[src/rtl/tc_pkg.sv]
package tc_pkg;
  localparam int unsigned AW = 4;

  typedef enum logic [1:0] {
    CMD_NONE    = 2'd0,
    CMD_UPDATE  = 2'd1,
    CMD_RESTART = 2'd2,
    CMD_HRESET  = 2'd3
  } tc_cmd_e;

  localparam logic [AW-1:0] A_CFG      = 4'd0;
  localparam logic [AW-1:0] A_CTRL_CLR = 4'd1;
  localparam logic [AW-1:0] A_CTRL_SET = 4'd2;
  localparam logic [AW-1:0] A_STAT_CLR = 4'd3;
  localparam logic [AW-1:0] A_STAT_SET = 4'd4;
  localparam logic [AW-1:0] A_CAPF     = 4'd5;
  localparam logic [AW-1:0] A_COUNT    = 4'd6;
  localparam logic [AW-1:0] A_PER      = 4'd7;
  localparam logic [AW-1:0] A_PER_BUF  = 4'd8;
  localparam logic [AW-1:0] A_CC0      = 4'd9;
endpackage

[src/rtl/tc_buf_reg.sv]
// One staged register: a buffer, an active copy and a pending flag.
module tc_buf_reg #(
  parameter int unsigned W       = 16,
  parameter logic [W-1:0] RST_VAL = '0,
  parameter bit          CAP     = 1'b1
) (
  input  logic         clk,
  input  logic         rst,
  input  logic         hrst,
  input  logic         buf_we,
  input  logic [W-1:0] buf_wd,
  input  logic         upd,
  input  logic         lock,
  input  logic         cap_mode,
  input  logic         cap_ev,
  input  logic [W-1:0] cap_val,
  input  logic         ack,
  input  logic         sw_set,
  input  logic         sw_clr,
  output logic [W-1:0] act_o,
  output logic [W-1:0] buf_o,
  output logic         pend_o
);
  logic         cap_m;
  logic         xfer;
  logic [W-1:0] buf_q, act_q;
  logic         pend_q;

  assign cap_m = CAP ? cap_mode : 1'b0;
  assign xfer  = upd && pend_q && !lock;

  always_ff @(posedge clk) begin
    if (rst || hrst) begin
      buf_q  <= '0;
      act_q  <= RST_VAL;
      pend_q <= 1'b0;
    end else if (cap_m) begin
      if (cap_ev) act_q <= cap_val;
      if (cap_ev || sw_set)   pend_q <= 1'b1;
      else if (ack || sw_clr) pend_q <= 1'b0;
    end else begin
      if (buf_we) buf_q <= buf_wd;
      if (xfer)   act_q <= buf_q;
      if (buf_we || sw_set)    pend_q <= 1'b1;
      else if (xfer || sw_clr) pend_q <= 1'b0;
    end
  end

  assign act_o  = act_q;
  assign buf_o  = buf_q;
  assign pend_o = pend_q;
endmodule

[src/rtl/tc_counter.sv]
// Up/down count with wrap at the period and the natural update strobe.
module tc_counter #(
  parameter int unsigned W = 16
) (
  input  logic         clk,
  input  logic         rst,
  input  logic         hrst,
  input  logic         restart,
  input  logic         run,
  input  logic         dir,
  input  logic [W-1:0] per,
  output logic [W-1:0] cnt_o,
  output logic         wrap_o
);
  logic [W-1:0] cnt_q;
  logic         at_end;

  assign at_end = dir ? (cnt_q == '0) : (cnt_q == per);

  always_ff @(posedge clk) begin
    if (rst || hrst || restart) cnt_q <= '0;
    else if (run) begin
      if (!dir) cnt_q <= at_end ? '0 : cnt_q + 1'b1;
      else      cnt_q <= at_end ? per : cnt_q - 1'b1;
    end
  end

  assign cnt_o  = cnt_q;
  assign wrap_o = run && at_end;
endmodule

[src/rtl/tc_update_ctrl.sv]
module tc_update_ctrl
  import tc_pkg::*;
#(
  parameter int unsigned W   = 16,
  parameter int unsigned NCH = 4
) (
  input  logic           clk,
  input  logic           rst,
  input  logic           wr_en,
  input  logic [AW-1:0]  wr_addr,
  input  logic [W-1:0]   wr_data,
  input  logic [AW-1:0]  rd_addr,
  output logic [W-1:0]   rd_data,
  input  logic [NCH-1:0] cap_ev,
  output logic [NCH-1:0] cap_flag
);
  localparam int unsigned NREG = NCH + 1;

  logic           run_q, dir_q, lock_q;
  logic [NCH-1:0] cap_q, capf_q, ack;
  logic           wr_set, wr_clr;
  tc_cmd_e        cmd;
  logic           force_upd, restart, hrst_go, upd, wrap;
  logic [W-1:0]   cnt;
  logic [NREG-1:0] pend, fset, fclr;
  logic [W-1:0]   per_act, per_buf;
  logic [W-1:0]   cc_act [NCH];
  logic [W-1:0]   rd_n;

  assign wr_set    = wr_en && (wr_addr == A_CTRL_SET);
  assign wr_clr    = wr_en && (wr_addr == A_CTRL_CLR);
  assign cmd       = wr_set ? tc_cmd_e'(wr_data[3:2]) : CMD_NONE;
  assign force_upd = (cmd == CMD_UPDATE);
  assign restart   = (cmd == CMD_RESTART);
  assign hrst_go   = (cmd == CMD_HRESET) && !run_q;
  assign upd       = wrap || force_upd;

  assign ack  = (wr_en && wr_addr == A_CAPF) ? wr_data[NCH-1:0] : '0;
  assign fset = (wr_en && wr_addr == A_STAT_SET) ? wr_data[NREG-1:0] : '0;
  assign fclr = (wr_en && wr_addr == A_STAT_CLR) ? wr_data[NREG-1:0] : '0;

  always_ff @(posedge clk) begin
    if (rst) begin
      run_q <= 1'b0;
      cap_q <= '0;
    end else if (wr_en && wr_addr == A_CFG) begin
      run_q <= wr_data[0];
      cap_q <= wr_data[NCH:1];
    end
  end

  always_ff @(posedge clk) begin
    if (rst || hrst_go) begin
      dir_q  <= 1'b0;
      lock_q <= 1'b0;
    end else begin
      if (restart)     dir_q <= 1'b0;
      else if (wr_set) dir_q <= dir_q | wr_data[0];
      else if (wr_clr) dir_q <= dir_q & ~wr_data[0];
      if (wr_set)      lock_q <= lock_q | wr_data[1];
      else if (wr_clr) lock_q <= lock_q & ~wr_data[1];
    end
  end

  always_ff @(posedge clk) begin
    if (rst || hrst_go) capf_q <= '0;
    else                capf_q <= (capf_q & ~ack) | (cap_ev & cap_q);
  end

  tc_counter #(.W(W)) u_cnt (
    .clk(clk), .rst(rst), .hrst(hrst_go), .restart(restart),
    .run(run_q), .dir(dir_q), .per(per_act),
    .cnt_o(cnt), .wrap_o(wrap)
  );

  tc_buf_reg #(.W(W), .RST_VAL({W{1'b1}}), .CAP(1'b0)) u_per (
    .clk(clk), .rst(rst), .hrst(hrst_go),
    .buf_we(wr_en && wr_addr == A_PER_BUF), .buf_wd(wr_data),
    .upd(upd), .lock(lock_q),
    .cap_mode(1'b0), .cap_ev(1'b0), .cap_val(cnt), .ack(1'b0),
    .sw_set(fset[0]), .sw_clr(fclr[0]),
    .act_o(per_act), .buf_o(per_buf), .pend_o(pend[0])
  );

  for (genvar i = 0; i < NCH; i++) begin : g_ch
    logic [W-1:0] unused_buf;
    tc_buf_reg #(.W(W), .RST_VAL('0), .CAP(1'b1)) u_cc (
      .clk(clk), .rst(rst), .hrst(hrst_go),
      .buf_we(wr_en && wr_addr == A_CC0 + AW'(i)), .buf_wd(wr_data),
      .upd(upd), .lock(lock_q),
      .cap_mode(cap_q[i]), .cap_ev(cap_ev[i]), .cap_val(cnt), .ack(ack[i]),
      .sw_set(fset[i+1]), .sw_clr(fclr[i+1]),
      .act_o(cc_act[i]), .buf_o(unused_buf), .pend_o(pend[i+1])
    );
  end

  always_comb begin
    rd_n = '0;
    case (rd_addr)
      A_CFG:                  rd_n = W'({cap_q, run_q});
      A_CTRL_CLR, A_CTRL_SET: rd_n = W'({lock_q, dir_q});
      A_STAT_CLR, A_STAT_SET: rd_n = W'(pend);
      A_CAPF:                 rd_n = W'(capf_q);
      A_COUNT:                rd_n = cnt;
      A_PER:                  rd_n = per_act;
      A_PER_BUF:              rd_n = per_buf;
      default: begin
        for (int i = 0; i < NCH; i++)
          if (rd_addr == A_CC0 + AW'(i)) rd_n = cc_act[i];
      end
    endcase
  end

  always_ff @(posedge clk) begin
    if (rst) rd_data <= '0;
    else     rd_data <= rd_n;
  end

  assign cap_flag = capf_q;
endmodule

[config.mk]
export PLATFORM = sky130hd
export DESIGN_NAME = tc_update_ctrl
export DESIGN_NICKNAME = d
export VERILOG_FILES = /design/src/rtl/tc_pkg.sv /design/src/rtl/tc_buf_reg.sv /design/src/rtl/tc_counter.sv /design/src/rtl/tc_update_ctrl.sv
export SDC_FILE = /design/constraint.sdc
export NUM_CORES = 1
export LEC_CHECK = 0
export BUFFER_PORTS_ARGS = -buffer_cell sky130_fd_sc_hd__buf_4
export CAP_MARGIN = 20
export CORE_UTILIZATION = 45
export CTS_BUF_LIST = sky130_fd_sc_hd__clkbuf_16
export CTS_CLUSTER_DIAMETER = 50
export DETAILED_ROUTE_END_ITERATION = 12
export HOLD_SLACK_MARGIN = 0.03
export PLACE_DENSITY = 0.63
export SLEW_MARGIN = 20
export SYNTH_ARGS = -nofsm -noshare
export SYNTH_HDL_FRONTEND = slang
export SYNTH_SLANG_ARGS = --single-unit
[constraint.sdc]
create_clock -name clk -period 7.7 [get_ports clk]
set_clock_uncertainty 0.05 [all_clocks]
set_input_delay 1.54 -clock clk [delete_from_list [all_inputs] [get_ports clk]]
set_output_delay 1.54 -clock clk [all_outputs]
set_load 0.01 [all_outputs]
==> impl_metrics.tcl <==
set metrics [dict create \
    antenna_found_initial 0 \
    yosysWarnings 0 \
    finalHoldViolCount 0 \
    mostFrequentLayoutCell "nand2_1" \
    swShare 0.250 \
    die_area_mm2 0.0230 \
    drv_cap 0 \
    synth_edf_count 0 \
    hpwl_um 20800 \
    antenna_left 0 \
    clk_latency_ps 540 \
    fmax_ghz 0.255 \
    fin_ws_ps 3780 \
    place.gp.congestion 0.913 \
    yosysTopAreaCell "dfxtp_1" \
    status "finished clean" \
    htree_levels 1 \
    design.core.area_mm2 0.0219 \
    power_frac_comb 0.069 \
    synth_top_area_share 0.414 \
    routed_wl_um 32700 \
    clk_pin_slew_ps 50 \
    fillers 2142 \
    vias_per_cell 6.16 \
    switchingPower_uw 629 \
    cts.sinks 208 \
    finalMaxSlewViolations 0 \
    drive_above_1_share 0.105 \
    rsz0062_at_grt "no" \
    crit_type "primary input to flop" \
    p_int_mw 1.89 \
    nets 1270 \
    p_per_area_mw_per_mm2 222 \
    synth_cell_type_count 64 \
    min_period_ps 3920 \
    ff2ff_setup_slack_ps 4420 \
    cts_root_buf "clkbuf_16" \
    io_buffers 50 \
    cp-start-kind "primary input" \
    grt_pass1_wl_um 50700 \
    cts_buffer_depth 3 \
    setup-tns-final_ps 0 \
    place_area_mm2 0.0104 \
    cellLeakagePower_nw 3.70 \
    tritoncts "done" \
    synth_seq_cells 208 \
    syn_inst 1261 \
    wire_per_inst_um 21.3 \
    core.rowCount 54 \
    drtIter0Drc 891 \
    crit_path_end_kind "flop" \
    grt_max_degree 90 \
    syn_area_per_cell_um2 7.98 \
    async_flop_share 0 \
    final_area_mm2 0.0113 \
    die_w_um 152 \
    dieHeight_um 152 \
    crit_fanout 89 \
    dr.pass1.iters 6 \
    critPathArrivalTime_ps 4250 \
    power.share.sequential 0.440 \
    slew_headroom 0.271 \
    pin_count 51 \
    ctsResizeCount 0 \
    synth_fp_nets 1295 \
    final_cell_mix "nand2_1, dfxtp_1, a21oi_1" \
    area_growth_pct 12.5 \
    grt_pass1_vias 8657 \
    cp.required_ps 8030 \
    holdCritPathClass "flop to flop" \
    setup_viol 0 \
    num_vias 9452 \
    holdWs_ps 403 \
    cts_hold_buffers 0 \
    irDropWorstVdd_v 0.000186 \
    grtUsageTotal 0.290 \
    start_util 0.460 \
    ys_seq_area_frac 0.414 \
    drc 0 \
    pwr-share-clk 0.491 \
    worst_pin_slew_ps 1080 \
    netlist_area_mm2 0.0101 \
    synthTopCellsByArea "dfxtp_1, a21oi_1, nand2_1" \
    post_cts_buffers 0 \
    cts_made_buffers 27 \
    pre_cts_slack_ps 3250 \
    antenna-diode-count 0 \
    synth_ff_type "dfxtp_1" \
    period_share 0.508 \
    grt-ovfl-total 0 \
]
state kept, by name, indices dropped and copies added, names as in the netlist, named ones only:
register and flops:
cap_flag 4, run_q 1, u_per.pend_o 1, g_ch.u_cc.act_o 64, u_per.buf_o 16, cap_q 4, rd_data 16, g_ch.u_cc.pend_o 4
g_ch.u_cc.buf_o 64, u_per.act_o 16, u_cnt.cnt_o 16
per-stage QoR:
stage | utilization | power (mW) | cells
after floorplan | - | 1.24 | 1261
after global placement | 0.477 | 1.30 | 1487
after detailed placement | 0.477 | 1.30 | 1487
after CTS | 0.517 | 2.53 | 1534
after global routing | 0.517 | 2.60 | 1534
final | 0.517 | 2.52 | 1534
path summary, 6_finish.rpt:
kind | start | endpoint | cells after the start
setup / recovery | wr_addr[3] | u_cnt.cnt_o[1] | 7
hold / removal | g_ch[0].u_cc.buf_o[7] | g_ch[0].u_cc.buf_o[7] | 2
setup reg to reg | u_cnt.cnt_o[0] | g_ch[1].u_cc.pend_o | 8
hold reg to reg | g_ch[0].u_cc.buf_o[7] | g_ch[0].u_cc.buf_o[7] | 2
cells in the mapped netlist (6+ instances only):
cell type and instances:
a21oi_1 176, a222oi_1 13, a22oi_1 26, a31oi_1 32
and3_1 10, buf_1 19, buf_2 21, clkbuf_1 70
dfxtp_1 208, inv_1 14, mux2i_1 71, nand2_1 223
nand2b_1 10, nand3_1 41, nand4_1 17, nor2_1 42
nor2b_1 14, nor3_1 14, o211ai_1 13, o21ai_0 93
o21ai_1 6, or3_1 13, or3b_2 6, xnor2_1 18
power groups by stage:
stage	Sequential [mW]	Combinational, mW	Clock (mW)
6_report	1.11	0.173	1.24
5_1_grt	1.11	0.187	1.30
4_1_cts	1.11	0.170	1.25
3_5_place_dp	1.13	0.169	0
3_3_place_gp	1.13	0.169	0
2_1_floorplan	1.12	0.116	0
critical path, stage by stage:
cell	delay [ps]
buf_4	140
or3b_2	510
nor2_1	330
a41o_2	330
buf_4	770
a31o_2	510
a211oi_1	80
cell families (layout without fill, tap and decap cells):
family / Yosys count / in the layout / synth area share
compound gates: 404 / 404 / 0.240
xor+xnor: 23 / 23 / 0.0200
fa+ha+maj: 3 / 3 / 0.00373
buf+inv: 131 / 124 / 0.0552
flops: 208 / 208 / 0.414
mux: 74 / 74 / 0.0740
simple gates: 418 / 418 / 0.194
metal layers:
layer / up-vias / global-route usage / wire length, um
met4: 0 / 0.0926 / 1020
met3: 69 / 0.0656 / 3020
met5: - / 0 / 0
met1: 4497 / 0.410 / 14800
met2: 409 / 0.435 / 13900
li1: 4477 / - / -
final cells by class:
| type | instances | area (um2) | share of cell area |
|---|---|---|---|
| clock inverters | 20 | 203 | 0.0179 |
| well taps | 280 | 350 | 0.0309 |
| inverters | 15 | 56.3 | 0.00497 |
| repair buffers | 62 | 465 | 0.0411 |
| multi-input cells | 922 | 5400 | 0.477 |
| clock buffers | 27 | 676 | 0.0597 |
| flip-flops and latches | 208 | 4170 | 0.368 |
(Power assumes the default switching activity.)
